### config.mk
export PLATFORM = sky130hd
export DESIGN_NAME = serial_rx_flow
export DESIGN_NICKNAME = d
export VERILOG_FILES = /design/src/rtl/serial_rx_pkg.sv /design/src/rtl/rx_bit_ctrl.sv /design/src/rtl/rx_store.sv /design/src/rtl/serial_rx_flow.sv
export SDC_FILE = /design/constraint.sdc
export NUM_CORES = 1
export LEC_CHECK = 0
export BUFFER_PORTS_ARGS = -buffer_cell sky130_fd_sc_hd__buf_2
export CELL_PAD_IN_SITES_DETAIL_PLACEMENT = 1
export CELL_PAD_IN_SITES_GLOBAL_PLACEMENT = 1
export CORE_MARGIN = 2
export CORE_UTILIZATION = 54
export DETAILED_ROUTE_END_ITERATION = 12
export GPL_ROUTABILITY_DRIVEN = 0
export GPL_TIMING_DRIVEN = 0
export HOLD_SLACK_MARGIN = 0.03
export PLACE_DENSITY = 0.81
export SLEW_MARGIN = 0
export SYNTH_ARGS = -nofsm -noshare
export SYNTH_HDL_FRONTEND = slang
export SYNTH_HIERARCHICAL = 1
export SYNTH_SLANG_ARGS = --single-unit
### constraint.sdc
create_clock -name clk -period 6 [get_ports clk]
set_input_delay 0.9 -clock clk [delete_from_list [all_inputs] [get_ports clk]]
set_output_delay 0.9 -clock clk [all_outputs]
set_load 0.05 [all_outputs]
### src/rtl/serial_rx_pkg.sv
package serial_rx_pkg;
  typedef struct packed {
    logic shiftBit;   // sample a data bit
    logic bitVal;     // the sampled line value
    logic frameDone;  // stop bit sampled
    logic stopBad;    // stop bit was low
  } rxStrobe_t;
endpackage

### src/rtl/rx_bit_ctrl.sv
module rx_bit_ctrl
  import serial_rx_pkg::*;
#(
  parameter int DIV_W = 16
) (
  input  logic             clk,
  input  logic             rstN,
  input  logic             rxLine,
  input  logic [DIV_W-1:0] cfgBaudDiv,
  output rxStrobe_t        strb
);
  localparam int TICKS_PER_BIT = 16;
  localparam int TW = $clog2(TICKS_PER_BIT);
  localparam logic [TW-1:0] LAST_TICK = TW'(TICKS_PER_BIT - 1);
  localparam logic [TW-1:0] MID_TICK = TW'(TICKS_PER_BIT / 2 - 1);

  typedef enum logic [1:0] {S_IDLE, S_START, S_DATA, S_STOP} rxState_t;

  rxState_t state;
  logic [1:0] rxSync;
  logic rxS;
  logic [DIV_W-1:0] divCnt;
  logic tick;
  logic [TW-1:0] tickCnt;
  logic [2:0] bitIdx;

  assign rxS = rxSync[1];
  assign tick = ({1'b0, divCnt} + 1'b1) >= {1'b0, cfgBaudDiv};

  always_ff @(posedge clk) begin
    if (!rstN) begin
      rxSync <= 2'b11;
      divCnt <= '0;
    end else begin
      rxSync <= {rxSync[0], rxLine};
      divCnt <= tick ? '0 : divCnt + 1'b1;
    end
  end

  always_ff @(posedge clk) begin
    if (!rstN) begin
      state   <= S_IDLE;
      tickCnt <= '0;
      bitIdx  <= '0;
    end else if (tick) begin
      case (state)
        S_IDLE: if (!rxS) begin
          state   <= S_START;
          tickCnt <= '0;
        end
        S_START: if (tickCnt == MID_TICK) begin
          state   <= rxS ? S_IDLE : S_DATA;
          tickCnt <= '0;
          bitIdx  <= '0;
        end else tickCnt <= tickCnt + 1'b1;
        S_DATA: if (tickCnt == LAST_TICK) begin
          tickCnt <= '0;
          bitIdx  <= bitIdx + 1'b1;
          if (bitIdx == 3'd7) state <= S_STOP;
        end else tickCnt <= tickCnt + 1'b1;
        default: if (tickCnt == LAST_TICK) state <= S_IDLE;
                 else tickCnt <= tickCnt + 1'b1;
      endcase
    end
  end

  always_comb begin
    strb.shiftBit  = tick && (state == S_DATA) && (tickCnt == LAST_TICK);
    strb.bitVal    = rxS;
    strb.frameDone = tick && (state == S_STOP) && (tickCnt == LAST_TICK);
    strb.stopBad   = !rxS;
  end
endmodule

### src/rtl/rx_store.sv
module rx_store
  import serial_rx_pkg::*;
#(
  parameter int DEPTH = 8
) (
  input  logic       clk,
  input  logic       rstN,
  input  rxStrobe_t  strb,
  input  logic       cfgRtsEn,
  input  logic       cfgFifoEn,
  input  logic       rdReq,
  output logic [7:0] rdData,
  output logic       frameErr,
  output logic       dataAvail,
  output logic       overrun,
  output logic       rtsN
);
  localparam int PTR_W = (DEPTH > 1) ? $clog2(DEPTH) : 1;
  localparam int CNT_W = $clog2(DEPTH + 1);
  localparam logic [PTR_W-1:0] LAST_PTR = PTR_W'(DEPTH - 1);
  localparam logic [CNT_W-1:0] FULL_CNT = CNT_W'(DEPTH);

  logic [7:0] shReg;
  logic [8:0] mem [DEPTH];
  logic [PTR_W-1:0] wrPtr, rdPtr;
  logic [CNT_W-1:0] count;
  logic full, push, pop;

  assign full = cfgFifoEn ? (count == FULL_CNT) : (count != '0);
  assign push = strb.frameDone && !full;
  assign pop  = rdReq && (count != '0);

  always_ff @(posedge clk) begin
    if (!rstN) shReg <= '0;
    else if (strb.shiftBit) shReg <= {strb.bitVal, shReg[7:1]};
  end

  for (genvar i = 0; i < DEPTH; i++) begin : gSlot
    always_ff @(posedge clk) begin
      if (push && (wrPtr == PTR_W'(i))) mem[i] <= {strb.stopBad, shReg};
    end
  end

  always_ff @(posedge clk) begin
    if (!rstN) begin
      wrPtr   <= '0;
      rdPtr   <= '0;
      count   <= '0;
      overrun <= 1'b0;
    end else begin
      if (push) wrPtr <= (wrPtr == LAST_PTR) ? '0 : wrPtr + 1'b1;
      if (pop)  rdPtr <= (rdPtr == LAST_PTR) ? '0 : rdPtr + 1'b1;
      count <= count + CNT_W'(push) - CNT_W'(pop);
      if (strb.frameDone && full) overrun <= 1'b1;
    end
  end

  assign rdData    = mem[rdPtr][7:0];
  assign frameErr  = dataAvail && mem[rdPtr][8];
  assign dataAvail = (count != '0);
  assign rtsN      = !cfgRtsEn || full;
endmodule

### src/rtl/serial_rx_flow.sv
module serial_rx_flow
  import serial_rx_pkg::*;
#(
  parameter int DEPTH = 8,
  parameter int DIV_W = 16
) (
  input  logic             clk,
  input  logic             rstN,
  input  logic             rxLine,
  input  logic             cfgRtsEn,
  input  logic             cfgFifoEn,
  input  logic [DIV_W-1:0] cfgBaudDiv,
  input  logic             rdReq,
  output logic [7:0]       rdData,
  output logic             frameErr,
  output logic             dataAvail,
  output logic             overrun,
  output logic             rtsN
);
  rxStrobe_t strb;

  rx_bit_ctrl #(.DIV_W(DIV_W)) uCtrl (
    .clk(clk), .rstN(rstN), .rxLine(rxLine), .cfgBaudDiv(cfgBaudDiv), .strb(strb)
  );

  rx_store #(.DEPTH(DEPTH)) uStore (
    .clk(clk), .rstN(rstN), .strb(strb), .cfgRtsEn(cfgRtsEn), .cfgFifoEn(cfgFifoEn),
    .rdReq(rdReq), .rdData(rdData), .frameErr(frameErr), .dataAvail(dataAvail),
    .overrun(overrun), .rtsN(rtsN)
  );
endmodule

### After elaboration in Yosys (flattened, before gate mapping)

Memories as Yosys holds them, arrays and structs flattened. A register that Yosys moved wholly into a read port is not among the register bits.
Index checks and enable logic that the tools add are counted.

* register bits: 46
* RAM bits: 72
* output and inout port bits: 12
* memories: 1

Memories
* uStore.mem: depth 8, width 9, rd ports 1, clocked after Yosys merged registers in 1, write ports 1, line rx_store.sv:24 `logic [8:0] mem [DEPTH];`

* add/subtract/negate cells: 8
* order comparisons: 1
* equal/unequal tests: 20
* mux-type cells: 57
* bitwise gates (word level): 1
* reduce and logical (&&, ||, !) cells: 36

Operator list (number)
* 9-bit two-way mux: 7
* 9-bit OR reduction: 7
* 3-bit two-way mux: 13
* 1-bit two-way mux: 24
* 3-bit equality test (second input constant): 6
* 16-bit by 1-bit adder with 17-bit output (second input constant): 1
* 17-bit by 16-bit greater-or-equal comparator with 1-bit output: 1
* 16-bit by 1-bit adder with 16-bit output (second input constant): 1
* 1-bit logical AND: 16
* 4-bit two-way mux: 4
* 2-bit two-way mux: 6
* 4-bit case mux with 3 select lines: 1
* 3-bit by 1-bit adder with 3-bit output (second input constant): 3
* 4-bit equality test (second input constant): 2
* 3-bit by 2-bit equality test with 1-bit output (second input constant): 2
* 2-bit by 1-bit inequality test with 1-bit output (second input constant): 3
* 2-bit case mux with 3 select lines: 1
* 3-bit case mux with 2 select lines: 1
* 6-bit AND reduction: 1
* 4-bit by 1-bit adder with 4-bit output: 1
* 4-bit by 1-bit adder with 4-bit output (second input constant): 1
* 2-bit equality test (second input constant): 2
* 4-bit by 3-bit equality test with 1-bit output (second input constant): 1
* 4-bit inequality test (second input constant): 1
* other kinds (15): 17

### Depth between registers and ports, before layout

* word-level depth: 16
* depth in mapped cells: 20
* depth with buffers taken out: 19

### Modules after synthesis

The synthesis kept the hierarchy.

Modules (own cells, without submodules)
* rx_store: instances 1, cells each 219, area each 3873.7 µm²
* rx_bit_ctrl: instances 1, cells each 209, area each 1744.2 µm²

### Worst setup path before layout

OpenSTA, ideal clock, no wires.

* path kind: register to register
* start: register uCtrl.divCnt[5]
* end: register uStore.count[2]
* setup time: 0.128 ns
* data arrival time: 3.631 ns
* path slack: 2.242 ns
* cell stages (with the launch flop): 21
* cells stage by stage: dfxtp_1 and4_1 nor3b_1 nand2_1 nor2_1 xnor2_1 ha_1 nand3_1 nor3_1 o211ai_1 a31oi_1 o211a_1 buf_2 inv_1 ha_1 inv_1 ha_1 inv_1 fa_1 xor2_1 nor2_1

RTL lines
* from (decl): line rx_bit_ctrl.sv:22 `logic [DIV_W-1:0] divCnt;`
* from (signal assigned): line rx_bit_ctrl.sv:36 `divCnt <= tick ? '0 : divCnt + 1'b1;`
* to (signal assigned): line rx_store.sv:53 `count <= count + CNT_W'(push) - CNT_W'(pop);`
* to (decl): line rx_store.sv:26 `logic [CNT_W-1:0] count;`

==> impl_metrics.json <==
{
  "cts_inserted_buffers": 17,
  "timing.max_cap.violations": 0,
  "worstSetupEndpointType": "flip-flop",
  "grt.total_usage_pct": 24.5,
  "clkLatencyLatePin_ns": 0.51,
  "area_growth_syn_to_layout_pct": 16.7,
  "y_dimension_of_the_die_um": 106,
  "critical_path_class": "flip-flop to flip-flop",
  "ioPinCount": 34,
  "syn_avg_cell_area_um2": 13.1,
  "antenna_violations_before_repair": 0,
  "globalRouteMet1Util_pct": 27.9,
  "grt_use_met2_pct": 46.2,
  "post_synth_most_frequent_cells": "72 x edfxtp_1, 49 x dfxtp_1, 34 x ha_1, 34 x inv_1, 27 x nand2_1",
  "start_kind": "flip-flop",
  "cts-resized-gates": 0,
  "via_count_of_the_first_global_routing_pass": 3881,
  "critPathRequiredTime_ns": 6.38,
  "grt_first_pass_wirelength_um": 20500,
  "drt-vias-per-instance": 5.59,
  "crit_path_cell_trace": "and4_1, nor3b_1, nand2_1, nor2_1, xnor2_1, ha_1, nand3_1, nor3_1, o211ai_1, a31oi_1, o211a_1, buf_2, inv_1, ha_1, inv_1, ha_1, inv_1, fa_1, xor2_1, nor2_1",
  "port_buf_inserts": 33,
  "busiest_layer_in_global_routing": "met2",
  "n_antenna_cell": 0,
  "vdd.ir_drop.worst_mv": 0.183,
  "static-leakage-power_nw": 2.80,
  "full_die_area_mm2": 0.0112,
  "grt_setup_unrepaired": "false",
  "placedInstanceArea_mm2": 0.00595,
  "h-tree-depth": 4,
  "avgRoutedWirePerCell_um": 20.5,
  "status": "finished, final reports clean",
  "fmax_ghz": 0.204,
  "ys.warnings.count": 6,
  "number_of_synthesized_flops_with_an_enable_pin": 72,
  "drive_gt1_share_pct": 19.1,
  "grt_util_met3_pct": 4.48,
  "min_period_ns": 4.89,
  "route.vias.total": 3518,
  "grt_start_max_net_pins": 17,
  "dominantRegCellSynth": "edfxtp_1",
  "worst_path_max_delay_cell": "a31oi_1",
  "gr-total-overflow": 0,
  "synth_sequential_area_ratio_pct": 55.9,
  "die_w_um": 106,
  "core_mm2": 0.0102,
  "clockRootBuffer": "clkbuf_8",
  "core.rowCount": 37,
  "holdBufCountCts": 0,
  "max_slew.worst_pin.slew_ns": 0.898,
  "antenna_left": 0,
  "synth_top_cells_by_area": "edfxtp_1 38%, dfxtp_1 17%, ha_1 7.6%",
  "layout_worst_path_cycle_share_pct": 81.5,
  "power_per_cell_area_mw_per_mm2": 344,
  "cts.sinks": 121,
  "worst-endpoint-arrival_ns": 5.27,
  "postSynthNetCount": 485,
  "dr.first_iter.drc_count": 147,
  "cts.clk_slew.worst_paths_ns": 0.06,
  "library_cells_used_by_synthesis": 50,
  "synthesis.instances": 428,
  "asyncSetResetFlopFracSynth_pct": 0,
  "layout_cell_area_excl_fill_mm2": 0.00656,
  "type_of_the_tightest_min_delay_check": "flip-flop to flip-flop",
  "routed_wl_um": 12900,
  "synth.most_common_cell": "edfxtp_1",
  "cts_setup_buffers": 0,
  "num-nets-final": 537,
  "slew_viol_final": 0,
  "layout.core_utilization_pct": 64.1,
  "synth-seq-cells": 121,
  "final-setup-viol-count": 0,
  "reg2reg_setup_slack_ns": 1.11,
  "synthDominantCellAreaShare_pct": 38.5,
  "detail_route.first_pass.iterations": 4,
  "cts-root-to-sink-buffers": 2,
  "floorplan.initialDensity_pct": 54.9,
  "netlist_area_mm2": 0.00562,
  "fin_worst_skew_ns": 0.0120,
  "post-synth-top-area-cell": "edfxtp_1",
  "final_total_power_mw": 2.26,
  "hpwl_um": 8340,
  "tritoncts": "yes",
  "worst-path-max-fanout": 10,
  "slew_hr_pct": 40.1,
  "final_hold_viol_count": 0,
  "cpPeakStageDelay_ns": 0.45,
  "finalSetupTns_ns": 0,
  "route.detailed.drc": 0
}
worst max-delay path: cells and delay by family, from the launching register on:
kind / cells / cell delay (ns)
simple gates: 7 / 1.44
buf+inv: 4 / 0.44
xor+xnor: 2 / 0.32
compound gates: 3 / 0.98
fa+ha+maj: 4 / 1.16
flops: 1 / 0.43
metal layers:
metal	up-vias	wire, um
li1	1683	-
met1	1762	5170
met2	68	7130
met3	5	527
met4	0	53
met5	-	0
per-stage QoR:
stage                     instances  setup slack, ns  hold WS (ns)
after detailed placement        597             1.15         0.399
after floorplan                 428             2.24         0.386
after global routing            629            0.858         0.435
after CTS                       629             1.08         0.413
after global placement          597             1.29         0.390
final                           629             1.11         0.410
registers in the layout, indices dropped and copies added (netlist names), 3 cells and up, named ones only:
name           cells
uCtrl/tickCnt      4
uStore/rdPtr       3
uCtrl/divCnt      16
uStore/shReg       8
uStore/wrPtr       3
uStore/mem        72
uStore/count       4
uCtrl/bitIdx       3
kinds of logic (layout without fill, tap and decap cells):
logic type                 Yosys count  count (layout)  share of synthesized area [%]
muxes                               45              45                           13.4
DFF                                121             121                           55.9
and+or+nand+nor                    118             118                           11.2
xor gates and xnor gates            15              15                           2.34
AOI/OAI and AO/OA                   45              45                           5.28
buffers and inverters               49             114                           3.88
adders and majority gates           35              35                           7.93
power breakdown:
part,leakage (nW),switching [mW],internal (mW)
Combinational,1.28,0.186,0.123
Clock,0.299,0.392,0.642
Sequential,1.22,0.0192,0.894
Total,2.80,0.597,1.66
final timing paths:
path                        start              end  cells after the start
setup reg to reg  uCtrl/divCnt[5]  uStore/count[2]                     20
hold reg to reg   uCtrl/rxSync[0]  uCtrl/rxSync[1]                      1
hold / removal    uCtrl/rxSync[0]  uCtrl/rxSync[1]                      1
setup / recovery  uCtrl/divCnt[5]  uStore/count[2]                     20
layout by cell type (no fill, tap or decap), types with 2 or more instances in the layout:
cell / count
a21o_1: 3
o22ai_1: 2
nand3_1: 14
nand2b_1: 5
a211oi_1: 2
mux4_2: 8
xnor2_1: 9
clkbuf_16: 16
nor2b_1: 15
clkbuf_1: 7
buf_2: 38
nor3_1: 4
edfxtp_1: 72
nor2_1: 22
or4_1: 2
nand2_1: 27
o211ai_1: 4
o21ai_0: 10
a41oi_1: 2
inv_1: 34
clkinv_4: 3
inv_6: 7
nand4_1: 5
o21a_1: 4
and2_1: 3
bufinv_16: 3
and3_1: 10
mux4_1: 10
xor2_1: 6
mux2_4: 8
ha_1: 34
mux2i_1: 19
clkinv_2: 2
dfxtp_1: 49
a21oi_1: 12
and4_1: 2
layout make-up:
type,count,area [um2]
Timing Repair Buffer,33,165
Clock inverter,15,188
Fill cell,992,3680
Sequential cell,121,3140
Inverter,34,128
Tap cell,136,170
Buffer,15,90.1
Multi-Input combinational cell,258,2260
Clock buffer,17,414
No activity file was read; power rests on OpenSTA's default activity.
